### config.mk
export PLATFORM = sky130hd
export DESIGN_NAME = i2c_regacc_ctrl
export DESIGN_NICKNAME = d
export VERILOG_FILES = /design/src/rtl/i2c_regacc_pkg.sv /design/src/rtl/i2c_regacc_seq.sv /design/src/rtl/i2c_regacc_backoff.sv /design/src/rtl/i2c_regacc_ctrl.sv
export SDC_FILE = /design/constraint.sdc
export NUM_CORES = 1
export LEC_CHECK = 0
export BUFFER_PORTS_ARGS = -buffer_cell sky130_fd_sc_hd__buf_2
export CORE_AREA = 2 2 88 90
export DETAILED_ROUTE_END_ITERATION = 6
export DIE_AREA = 0 0 90 92
export PLACE_DENSITY = 0.79
export SLEW_MARGIN = 40
export SYNTH_ARGS = -nofsm -noshare
export SYNTH_HDL_FRONTEND = slang
export SYNTH_HIERARCHICAL = 1
export SYNTH_SLANG_ARGS = --single-unit
### constraint.sdc
create_clock -name clk -period 2.5 [get_ports clk]
set_clock_uncertainty 0.1 [all_clocks]
set_input_delay 0.5 -clock clk [delete_from_list [all_inputs] [get_ports clk]]
set_output_delay 0.5 -clock clk [all_outputs]
set_load 0.02 [all_outputs]
### src/rtl/i2c_regacc_pkg.sv
package i2c_regacc_pkg;
  typedef enum logic [2:0] {
    OP_START = 3'd0,
    OP_STOP  = 3'd1,
    OP_WRB   = 3'd2,
    OP_RDN   = 3'd3,
    OP_RECOV = 3'd4
  } op_t;

  typedef enum logic [2:0] {
    ST_IDLE, ST_ISSUE, ST_WAIT, ST_RISSUE, ST_RWAIT, ST_BACKOFF, ST_RESP
  } state_t;
endpackage

### src/rtl/i2c_regacc_seq.sv
module i2c_regacc_seq
  import i2c_regacc_pkg::*;
(
  input  logic       rd,
  input  logic [2:0] step,
  input  logic [7:0] dev,
  input  logic [7:0] off,
  input  logic [7:0] wdata,
  output op_t        op,
  output logic [7:0] byte_o,
  output logic       last
);
  logic [7:0] dev_w, dev_r;
  assign dev_w = {dev[7:1], 1'b0};
  assign dev_r = {dev[7:1], 1'b1};

  always_comb begin
    op     = OP_STOP;
    byte_o = 8'h00;
    last   = 1'b0;
    if (rd) begin
      case (step)
        3'd0: op = OP_START;
        3'd1: begin op = OP_WRB; byte_o = dev_w; end
        3'd2: begin op = OP_WRB; byte_o = off;   end
        3'd3: op = OP_START;
        3'd4: begin op = OP_WRB; byte_o = dev_r; end
        3'd5: op = OP_RDN;
        default: last = 1'b1;
      endcase
    end else begin
      case (step)
        3'd0: op = OP_START;
        3'd1: begin op = OP_WRB; byte_o = dev_w; end
        3'd2: begin op = OP_WRB; byte_o = off;   end
        3'd3: begin op = OP_WRB; byte_o = wdata; end
        default: last = 1'b1;
      endcase
    end
  end
endmodule

### src/rtl/i2c_regacc_backoff.sv
module i2c_regacc_backoff #(
  parameter int LIMIT = 100000
) (
  input  logic clk,
  input  logic rst_n,
  input  logic run,
  input  logic tick,
  output logic expire
);
  localparam int CW = $clog2(LIMIT + 1);
  logic [CW-1:0] cnt_q, cnt_d;

  assign expire = run && tick && (cnt_q == CW'(LIMIT - 1));

  always_comb begin
    cnt_d = cnt_q;
    if (!run)      cnt_d = '0;
    else if (tick) cnt_d = cnt_q + CW'(1);
  end

  always_ff @(posedge clk or negedge rst_n) begin
    if (!rst_n) cnt_q <= '0;
    else        cnt_q <= cnt_d;
  end
endmodule

### src/rtl/i2c_regacc_ctrl.sv
module i2c_regacc_ctrl
  import i2c_regacc_pkg::*;
#(
  parameter int RD_TRIES   = 10,
  parameter int WR_TRIES   = 1,
  parameter int BACKOFF_US = 100000,
  localparam int MAX_TRIES = (RD_TRIES > WR_TRIES) ? RD_TRIES : WR_TRIES,
  localparam int TRY_W     = $clog2(MAX_TRIES + 1)
) (
  input  logic             clk,
  input  logic             rst_n,
  input  logic             tick_us,
  input  logic             req_valid,
  output logic             req_ready,
  input  logic             req_rd,
  input  logic [7:0]       req_dev,
  input  logic [7:0]       req_off,
  input  logic [7:0]       req_wdata,
  output logic             rsp_valid,
  output logic [7:0]       rsp_data,
  output logic             rsp_ok,
  output logic             rsp_nack_err,
  output logic             rsp_drive_err,
  output logic [TRY_W-1:0] rsp_tries,
  output logic             bb_en,
  output logic             eng_cmd_valid,
  output logic [2:0]       eng_cmd,
  output logic [7:0]       eng_cmd_byte,
  input  logic             eng_done,
  input  logic             eng_ack,
  input  logic             eng_drive_err,
  input  logic [7:0]       eng_rx_byte
);
  state_t           state_q, state_d;
  logic [2:0]       step_q, step_d;
  logic [TRY_W-1:0] tries_q, tries_d;
  logic [7:0]       data_q, data_d;
  logic             ok_q, ok_d, nack_q, nack_d, drv_q, drv_d;
  logic             rd_q;
  logic [7:0]       dev_q, off_q, wd_q;
  logic             load;

  op_t        seq_op;
  logic [7:0] seq_byte;
  logic       seq_last;
  logic       bo_expire;
  logic       step_fail;
  logic [TRY_W-1:0] try_lim;

  i2c_regacc_seq u_seq (
    .rd(rd_q), .step(step_q), .dev(dev_q), .off(off_q), .wdata(wd_q),
    .op(seq_op), .byte_o(seq_byte), .last(seq_last)
  );

  i2c_regacc_backoff #(.LIMIT(BACKOFF_US)) u_backoff (
    .clk(clk), .rst_n(rst_n), .run(state_q == ST_BACKOFF),
    .tick(tick_us), .expire(bo_expire)
  );

  assign try_lim   = rd_q ? TRY_W'(RD_TRIES) : TRY_W'(WR_TRIES);
  assign step_fail = eng_drive_err || ((seq_op == OP_WRB) && !eng_ack);

  always_comb begin
    state_d = state_q;
    step_d  = step_q;
    tries_d = tries_q;
    data_d  = data_q;
    ok_d    = ok_q;
    nack_d  = nack_q;
    drv_d   = drv_q;
    load    = 1'b0;
    case (state_q)
      ST_IDLE: if (req_valid) begin
        load    = 1'b1;
        step_d  = 3'd0;
        tries_d = TRY_W'(1);
        data_d  = 8'h00;
        ok_d    = 1'b0;
        nack_d  = 1'b0;
        drv_d   = 1'b0;
        state_d = ST_ISSUE;
      end
      ST_ISSUE: state_d = ST_WAIT;
      ST_WAIT: if (eng_done) begin
        if (step_fail) begin
          data_d  = 8'h00;
          drv_d   = eng_drive_err;
          nack_d  = !eng_drive_err;
          state_d = ST_RISSUE;
        end else begin
          if (seq_op == OP_RDN) data_d = eng_rx_byte;
          if (seq_last) begin
            ok_d    = 1'b1;
            state_d = ST_RESP;
          end else begin
            step_d  = step_q + 3'd1;
            state_d = ST_ISSUE;
          end
        end
      end
      ST_RISSUE: state_d = ST_RWAIT;
      ST_RWAIT:  if (eng_done) state_d = ST_BACKOFF;
      ST_BACKOFF: if (bo_expire) begin
        if (tries_q == try_lim) begin
          state_d = ST_RESP;
        end else begin
          tries_d = tries_q + TRY_W'(1);
          step_d  = 3'd0;
          nack_d  = 1'b0;
          drv_d   = 1'b0;
          state_d = ST_ISSUE;
        end
      end
      ST_RESP: state_d = ST_IDLE;
      default: state_d = ST_IDLE;
    endcase
  end

  always_ff @(posedge clk or negedge rst_n) begin
    if (!rst_n) begin
      state_q <= ST_IDLE;
      step_q  <= 3'd0;
      tries_q <= '0;
      data_q  <= 8'h00;
      ok_q    <= 1'b0;
      nack_q  <= 1'b0;
      drv_q   <= 1'b0;
      rd_q    <= 1'b0;
    end else begin
      state_q <= state_d;
      step_q  <= step_d;
      tries_q <= tries_d;
      data_q  <= data_d;
      ok_q    <= ok_d;
      nack_q  <= nack_d;
      drv_q   <= drv_d;
      if (load) rd_q <= req_rd;
    end
  end

  always_ff @(posedge clk) begin
    if (load) begin
      dev_q <= req_dev;
      off_q <= req_off;
      wd_q  <= req_wdata;
    end
  end

  assign req_ready     = (state_q == ST_IDLE);
  assign bb_en         = (state_q != ST_IDLE) && (state_q != ST_RESP);
  assign rsp_valid     = (state_q == ST_RESP);
  assign rsp_data      = data_q;
  assign rsp_ok        = ok_q;
  assign rsp_nack_err  = nack_q;
  assign rsp_drive_err = drv_q;
  assign rsp_tries     = tries_q;
  assign eng_cmd_valid = (state_q == ST_ISSUE) || (state_q == ST_RISSUE);
  assign eng_cmd       = (state_q == ST_RISSUE) ? OP_RECOV : seq_op;
  assign eng_cmd_byte  = (state_q == ST_RISSUE) ? 8'h00 : seq_byte;
endmodule

==> Word level (Yosys, flattened, before mapping) <==
Cells that the tools add are included.
{ "totals": {"out_inout_bits": 30, "reg_bits": 63} }
{ "op_classes": {"n_eq_ne": 27, "n_reduce_logical": 25, "add_sub_neg": 3, "muxes": 53} }
{ "ops": {"columns": ["operator", "count"], "rows": [
  ["two-way mux 8 bit", 6],
  ["one-hot mux 8 bit (3 select lines)", 2],
  ["two-way mux 3 bit", 15],
  ["two-way mux 17 bit", 2],
  ["!= test 2 bit, second input constant", 10],
  ["equality test 3 x 2 -> 1 bit, second input constant", 6],
  ["one-hot mux 3 bit (6 select lines)", 1],
  ["adder 17 x 1 -> 17 bit, second input constant", 1],
  ["equality test 17 bit, second input constant", 1],
  ["two-way mux 4 bit", 4],
  ["one-hot mux 8 bit (2 select lines)", 1],
  ["equality test 3 bit, second input constant", 5],
  ["two-way mux 1 bit", 15],
  ["AND reduction 4 bit", 3],
  ["one-hot mux 3 bit (3 select lines)", 1],
  ["one-hot mux 4 bit (2 select lines)", 1],
  ["AND reduction 7 bit", 1],
  ["equality test 3 x 1 -> 1 bit, second input constant", 2],
  ["logical NOT 3 bit", 2],
  ["!= test 3 bit, second input constant", 2],
  ["one-hot mux 1 bit (3 select lines)", 2],
  ["one-hot mux 2 bit (3 select lines)", 1],
  ["AND reduction 6 bit", 1],
  ["nonzero test 3 bit", 2],
  ["other kinds (14)", 21]
]} }

==> Longest topological paths before layout <==
Gate-level depths: netlist (run 1).
{ "logic_depth": {"depth_word": 10, "ltp_mapped": 12, "ltp_nobuf": 11} }

==> Hierarchy <==
Netlist (run 1), hierarchy kept.
{ "modules_own_cells": {"columns": ["mod", "seq_area_each_um2", "cells_each", "area_per_inst_um2", "n_inst"], "rows": [
  ["i2c_regacc_ctrl", 1271.2, 175, 2143.3, 1],
  ["i2c_regacc_backoff", 425.4, 89, 859.6, 1],
  ["i2c_regacc_seq", 0.0, 64, 540.5, 1]
]} }

==> Worst setup path before layout (run 1) <==
OpenSTA, ideal clock, no wires.
{ "synth_path": {"kind": "register -> register", "startpoint": "reg state_q[1]", "endpoint": "reg drv_q (netlist: rsp_drive_err)", "t_arrival_ns": 2.452, "setup_time_ns": 0.121, "path_buffers": 1, "required_ns": 2.279, "slack_ns": -0.173, "period_less_slack_ns": 2.673, "stages_incl_launch_ff": 13, "cell_sequence": "dfrtp_1 buf_4 nor2b_1 nand2_1 inv_1 clkinv_1 nor4_1 nand3_1 nor2_1 nand4b_1 o21a_1 a311o_1 a32o_2"} }
{ "synth_between": {"elab_chain_cells": 5, "word_cells_on_any_way": 13, "classes_between": "eq/ne (7); mux (1); reduce/logical (5)"} }
{ "synth_rtl": {"columns": ["item", "line", "text"], "rows": [
  ["start: declaration", "i2c_regacc_ctrl.sv:34", "state_t state_q, state_d;"],
  ["start signal: assignment", "i2c_regacc_ctrl.sv:130", "state_q <= state_d;"],
  ["equality test 3 bit", "i2c_regacc_ctrl.sv:56", ".clk(clk), .rst_n(rst_n), .run(state_q == ST_BACKOFF),"],
  ["logical AND 1 bit (2 in a row)", "i2c_regacc_backoff.sv:13", "assign expire = run && tick && (cnt_q == CW'(LIMIT - 1));"],
  ["net bo_expire", "i2c_regacc_ctrl.sv:46", "logic bo_expire;"],
  ["!= test 2 bit (no source line)", null, null],
  ["AND reduction 6 bit (no source line)", null, null],
  ["end signal: assignment", "i2c_regacc_ctrl.sv:136", "drv_q <= drv_d;"],
  ["end: declaration", "i2c_regacc_ctrl.sv:38", "logic ok_q, ok_d, nack_q, nack_d, drv_q, drv_d;"]
]} }
The timed path passes the listed nets, and every way through them passes these cells.
A chain may end at the register's enable or synchronous reset.

==> Worst setup path in the final report (run 1) <==
{ "layout_path": {"startpoint": "reg step_q[1]", "endpoint": "out eng_cmd_byte[5]"} }
{ "layout_between": {"elab_chain_cells": 4, "word_cells_on_any_way": 8, "classes_between": "eq/ne (4); mux (4)"} }
{ "layout_rtl": {"columns": ["item", "line", "text"], "rows": [
  ["start: declaration", "i2c_regacc_ctrl.sv:35", "logic [2:0] step_q, step_d;"],
  ["start signal: assignment", "i2c_regacc_ctrl.sv:131", "step_q <= step_d;"],
  ["equality test 3 x 2 -> 1 bit (tied with other cells)", "i2c_regacc_seq.sv:32", "case (step)"],
  ["one-hot mux 8 bit (3 select lines), on equally long branches", "i2c_regacc_seq.sv:32, i2c_regacc_seq.sv:22", null],
  ["two-way mux 8 bit *", "i2c_regacc_seq.sv:21", "if (rd) begin"],
  ["net seq_byte[5]", "i2c_regacc_ctrl.sv:44", "logic [7:0] seq_byte;"],
  ["two-way mux 8 bit *", "i2c_regacc_ctrl.sv:159", "assign eng_cmd_byte = (state_q == ST_RISSUE) ? 8'h00 : seq_byte;"],
  ["end: declaration", "i2c_regacc_ctrl.sv:28", "output logic [7:0] eng_cmd_byte,"]
]} }
The timed path passes the listed nets; every way through them passes the cells marked *.

==> implementation parameters, run 1 <==
Parameter                              Value

STA
  Max Freq    0.404 GHz
  Minimum clock period after layout    2480 ps
  Number of hold violations in the final report    0
  Final worst path period share    99.0%
  Setup repair after global routing missed its margin    true
  Worst setup slack after layout    24.0 ps
  Number of failing setup endpoints in the final timing report    0
  Number of pins with negative max-slew slack in the final report    0
  Worst Hold Margin    17.5 ps

Run status
  Result of the run    completed

Routing
  Number of design-rule violations left by the first detailed-router iteration    149
  Routed wire length per instance    14.5 µm
  Residual DRC    0
  Vias    2875
  First-pass iteration count of the detailed router    4
  Detail Route Antenna Nets    0
  Total wire length    7590 µm
  Detail-routed via count per cell    5.49

Global route
  Remaining global-route overflow    0
  GRT Overall Usage    18.9%
  Largest net degree at the start of global routing    40
  Number of global-route vias before repair    2744
  Wire length of the first global-routing pass    12600 µm
  Antenna violations before repair    0

Power
  Design Power    4430 µW
  Power density of the placed cells    1010 nW/µm²
  Static Leakage    0.00181 µW
  Max rail drop VDD    446 µV

Placement
  Final HPWL from detailed placement    5170 µm
  # port buffers    68
  Placed cell areas    4040 µm²
  Place WS    128 ps
  RePlAce Congestion    0.834

Critical path
  Element type at the critical path end    output pin
  Most prevalent standard cell on the critical path    buf_6
  Kind of cell with the highest combined delay on the critical path    flip-flops
  Crit-path cells    buf_12 -> nor3b_4 -> buf_6 -> a211oi_1 -> o22ai_1 -> and2_1 -> buf_6
  Buffer and inverter count on the worst path    3
  Critical Path Fanout Max    13
  Highest-delay cell along the critical path    dfrtp_2
  Worst path arrival time    1880 ps
  Critical path's largest stage delay    460 ps
  Critical path type    reg -> out
  CP Data Required Time    1900 ps
  Kind of start point of the critical path    flop

Yosys
  Yosys synthesis warning count    6
  Synthesized instance count    327
  Syn_area_per_cell    10.7 µm²
  Synth Cell Area    3510 µm²
  Syn Nets    370

CTS
  Number of buffers added by the clock tree synthesis step    9
  Clock Sink Count    62
  Root Buffer    clkbuf_8
  # H-tree levels    3
  Hold bufs inserted after CTS    0
  Register clock-pin slew on the reported worst setup and hold paths    70 ps
  Maximum buffer depth of the clock tree    2
  CTS tree    yes
  Clock latency of the later-clocked register in the worst-skew pair    340 ps

Floorplan
  Row count    32
  Area of the core    7450 µm²
  Height of the die    92 µm
  Number of top-level pins    70
  Initial core utilization    47.2%
  Die X-Extent    90 µm
  Die Area    8280 µm²

Final layout
  Final Cell Area    4390 µm²
  Number of diodes    0
  Layout cells sized above 1    35.1%
  Area delta synth->final    25.0%
  Final cell utilization of the core    59.0%
  Number of nets in the layout    460

Hold path
  Worst Hold Class    in -> async

Job
  Max cap viols    0
area by class of cell:
type                       count  area [µm²]
multi-input combinational    231        1690
clock inverter                 3        17.5
inverter                      16        61.3
fill                         644        3060
timing repair buffer          97         659
clock buffer                  13         169
tap                          102         128
sequential                    62        1670
metrics by stage:
step           cells  setup TNS, ps
2_1_floorplan    327              0
3_3_place_gp     499              0
3_5_place_dp     499              0
4_1_cts          517              0
5_1_grt          524           -314
6_report         524              0
registers in the layout (all words and copies together), names as in the netlist, 3 cells and up:
name / cells
off_q: 8
wd_q: 8
u_backoff/cnt_q: 17
rsp_data: 8
rsp_tries: 4
dev_q: 7
state_q: 3
step_q: 3
power breakdown:
part | internal (µW) | total [µW] | switching [µW]
Sequential | 1250 | 1350 | 101
Combinational | 1020 | 2250 | 1230
Clock | 438 | 825 | 386
cell usage in the layout, fill, tap and decap left out, types with 7 or more instances in the layout:
master,count
o21ai_0,11
nand4_1,8
a21oi_1,13
nand2_1,23
a22oi_1,7
inv_1,13
mux2_2,8
xor2_1,8
and2_1,10
buf_6,7
edfxtp_1,23
nor4bb_1,9
a211oi_1,7
buf_4,26
or3_1,8
nor2_1,19
mux2i_1,11
o22ai_1,9
dfrtp_1,37
buf_2,60
clkbuf_8,12
per-layer routing:
layer | GRT usage [%] | vias to the layer above | wire, µm
met4 | 8.59 | 0 | 85
met5 | 0 | - | 0
met2 | 31.0 | 81 | 3770
li1 | - | 1399 | -
met3 | 3.94 | 8 | 364
met1 | 24.2 | 1387 | 3370
final timing paths:
path	startpoint	end	slack, ps	cells after the start
max	step_q[1]$_DFFE_PN0P_	eng_cmd_byte[5]	20	7
min	rst_n	rsp_data[0]$_DFFE_PN0P_	20	1
max reg2reg	state_q[1]$_DFFE_PN0P_	rsp_drive_err$_DFFE_PN0P_	150	11
min reg2reg	rsp_data[2]$_DFFE_PN0P_	rsp_data[2]$_DFFE_PN0P_	420	2
max in group asynchronous	rst_n	step_q[2]$_DFFE_PN0P_	1900	1
min in group clk	req_wdata[6]	wd_q[6]$_DFFE_PP_	230	1
repair_timing:
item / 4_1_cts / 5_1_grt
cloned: 0 / 1
gates resized for setup: 6 / 19
setup endpoints to repair: 8 / 10
pin swaps: 1 / 4
buffers inserted: 2 / 6
Note: power is estimated with default switching activity, not from simulation.
==> run 2: changes to the inputs <==
Settings changed: HOLD_SLACK_MARGIN from default to 0.08.
==> implementation parameters, run 2 (synthesis results as in run 1) <==
Parameter                              Value

CTS
  Number of buffers added by the clock tree synthesis step    9 (unchanged)
  Root Buffer    clkbuf_8
  Maximum buffer depth of the clock tree    2 (unchanged)
  CTS tree    yes
  Clock latency of the later-clocked register in the worst-skew pair    340 ps (about the same)
  Clock Sink Count    62 (unchanged)
  # H-tree levels    3 (unchanged)
  Register clock-pin slew on the reported worst setup and hold paths    70 ps (about the same)

Global route
  GRT Overall Usage    18.9% (about the same)
  Antenna violations before repair    0 (unchanged)
  Remaining global-route overflow    0 (unchanged)
  Largest net degree at the start of global routing    40 (unchanged)
  Wire length of the first global-routing pass    12600 µm (+0.11%)
  Number of global-route vias before repair    2748 (+0.15%)

Power
  Power density of the placed cells    1010 nW/µm² (-0.17%)
  Max rail drop VDD    444 µV (-0.49%)
  Share of total power in the clock network    18.6% (about the same)
  Sw power    1720 µW (about the same)
  Net switching fraction of the power    38.8% (about the same)
  Sequential power share    30.5% (about the same)
  Power share of the combinational group    50.9% (about the same)
  Internal power consumption    2710 µW (about the same)
  Static Leakage    0.00181 µW (+0.23%)

Routing
  First-pass iteration count of the detailed router    4 (unchanged)
  Total wire length    7630 µm (+0.53%)
  Residual DRC    0 (unchanged)
  Routed wire length per instance    14.5 µm (+0.34%)
  Number of design-rule violations left by the first detailed-router iteration    141 (-5.4%)
  Detail-routed via count per cell    5.53 (+0.75%)
  Vias    2902 (+0.94%)
  Detail Route Antenna Nets    0 (unchanged)

Critical path
  CP Data Required Time    1900 ps (about the same)
  Startpoint of the lowest-slack register-to-register path    state_q[1]$_DFFE_PN0P_
  Element type at the critical path end    output pin
  Kind of start point of the critical path    flop
  Reg-to-reg critical path endpoint    rsp_drive_err$_DFFE_PN0P_
  Worst path arrival time    1880 ps (about the same)
  Critical Path Fanout Max    10 (-3)
  Cell depth of the worst flop-to-flop path    11 (unchanged)
  Critical path type    reg -> out
  Register-to-register setup slack    150 ps (about the same)

Final layout
  Number of nets in the layout    461 (+0.22%)
  Area delta synth->final    25.3%
  Layout cells sized above 1    35.0% (-0.083 points)
  Commonest cells after routing, fill and taps aside    buf_2 (60), dfrtp_1 (37), buf_4 (26)
  Number of diodes    0 (unchanged)
  Max FFs per register    17 (unchanged)
  Sequential cell area    1670 µm² (unchanged)
  Final Cell Area    4400 µm² (+0.23%)
  Count of filler cells inserted in the layout    643 (-0.16%)
  Most common cell after layout, fill and taps aside    buf_2
  Multi-input combinational cell area    1690 µm² (unchanged)
  Register with the highest flop count    u_backoff/cnt_q

STA
  Final worst path period share    99.1% (+0.10 points)
  Sum of negative setup slack    0 ps (unchanged)
  Least-Margin Pin Slew    499 ps
  Tightest slew margin relative to the limit    66.7%
  Number of failing setup endpoints in the final timing report    0 (unchanged)
  Worst setup slack after layout    21.5 ps (-2.50 ps)
  Minimum clock period after layout    2480 ps (+2.50 ps)
  Number of hold violations in the final report    0 (unchanged)
  Setup repair after global routing missed its margin    true
  Max Freq    0.403 GHz (-0.10%)
  Number of pins with negative max-slew slack in the final report    0 (unchanged)

Floorplan
  Initial core utilization    47.2% (unchanged)
  Number of top-level pins    70 (unchanged)
  Die Area    8280 µm² (unchanged)
  Row count    32 (unchanged)
  Die X-Extent    90 µm (unchanged)
  Height of the die    92 µm (unchanged)
  Area of the core    7450 µm² (unchanged)

Hold path
  Cell count of the worst hold path    1
  Hold endpoint    wd_q[6]$_DFFE_PP_
  Worst Hold Class    in -> reg
  Startpoint of the worst hold path    req_wdata[6]

Placement
  # port buffers    68 (unchanged)
  Final HPWL from detailed placement    5170 µm (unchanged)
  RePlAce Congestion    0.834 (unchanged)
  Placed cell areas    4040 µm² (unchanged)
  Place WS    128 ps (unchanged)

Job
  Max cap viols    0 (unchanged)

Run status
  Result of the run    completed
==> run 2: per-layer routing <==
| metal | vias up | global-route usage, % | share of wire, % |
|---|---|---|---|
| met5 | - | 0 | 0 |
| met4 | 0 | 8.59 | 1.5 |
| met3 | 10 | 3.94 | 5.0 |
| met2 | 84 | 31.1 | 50 |
| met1 | 1406 | 24.2 | 44 |
| li1 | 1402 | - | - |
==> run 2: stage by stage <==
| step | total power (µW) | hold WS [ps] | utilization, % | cells |
|---|---|---|---|---|
| 5_1_grt | 4700 | 214 | 59.1 | 525 |
| 3_3_place_gp | 3360 | 391 | 54.2 | 499 |
| 4_1_cts | 4280 | 219 | 57.3 | 518 |
| 2_1_floorplan | 2850 | 104 | - | 327 |
| 6_report | 4430 | 232 | 59.1 | 525 |
| 3_5_place_dp | 3400 | 400 | 54.2 | 499 |
==> run 2: worst max-delay path by stage <==
stage / from / end / slack [ps] / cells after the start
finish: step_q[2]$_DFFE_PN0P_ / eng_cmd_byte[2] / 20 / 6
global route: step_q[1]$_DFFE_PN0P_ / eng_cmd_byte[4] / -90 / 7
CTS: step_q[1]$_DFFE_PN0P_ / eng_cmd_byte[5] / 9 / 7
detailed placement: step_q[1]$_DFFE_PN0P_ / eng_cmd_byte[5] / 130 / 6
global placement: step_q[1]$_DFFE_PN0P_ / eng_cmd_byte[5] / 190 / 6
floorplan: state_q[1]$_DFFE_PN0P_ / rsp_drive_err$_DFFE_PN0P_ / 10 / 12
==> run 2: what timing repair did <==
| item | CTS | global route |
|---|---|---|
| gates cloned | 0 | 1 |
| endpoints found under the setup margin | 8 | 10 |
| hold buffers | 1 | 0 |
| pin swaps | 1 | 4 |
| endpoints found under the hold margin | 39 | 0 |
| resized for setup | 6 | 19 |
| buffers inserted | 2 | 6 |
==> run 2: worst max-delay path, cell delays in order (launching register included) <==
cell and delay (ps):
dfrtp_2 460, buf_4 190, nor4bb_1 380, a211oi_1 80
o22ai_1 150, and2_1 160, buf_6 120
==> run 2: final cells by class <==
type | instances | area share [%]
Multi-Input combinational cell | 231 | 38.3
Sequential cell | 62 | 37.9
Clock inverter | 3 | 0.398
Clock buffer | 13 | 3.84
Timing Repair Buffer | 98 | 15.2
Inverter | 16 | 1.39
Tap cell | 102 | 2.90
==> run 2: power groups by stage <==
stage               Sequential (µW)  Clock (µW)  Combinational [µW]
floorplan                      1440           0                1410
global placement               1360           0                1990
detailed placement             1370           0                2030
CTS                            1360         843                2070
global route                   1370         886                2440
finish                         1350         823                2260
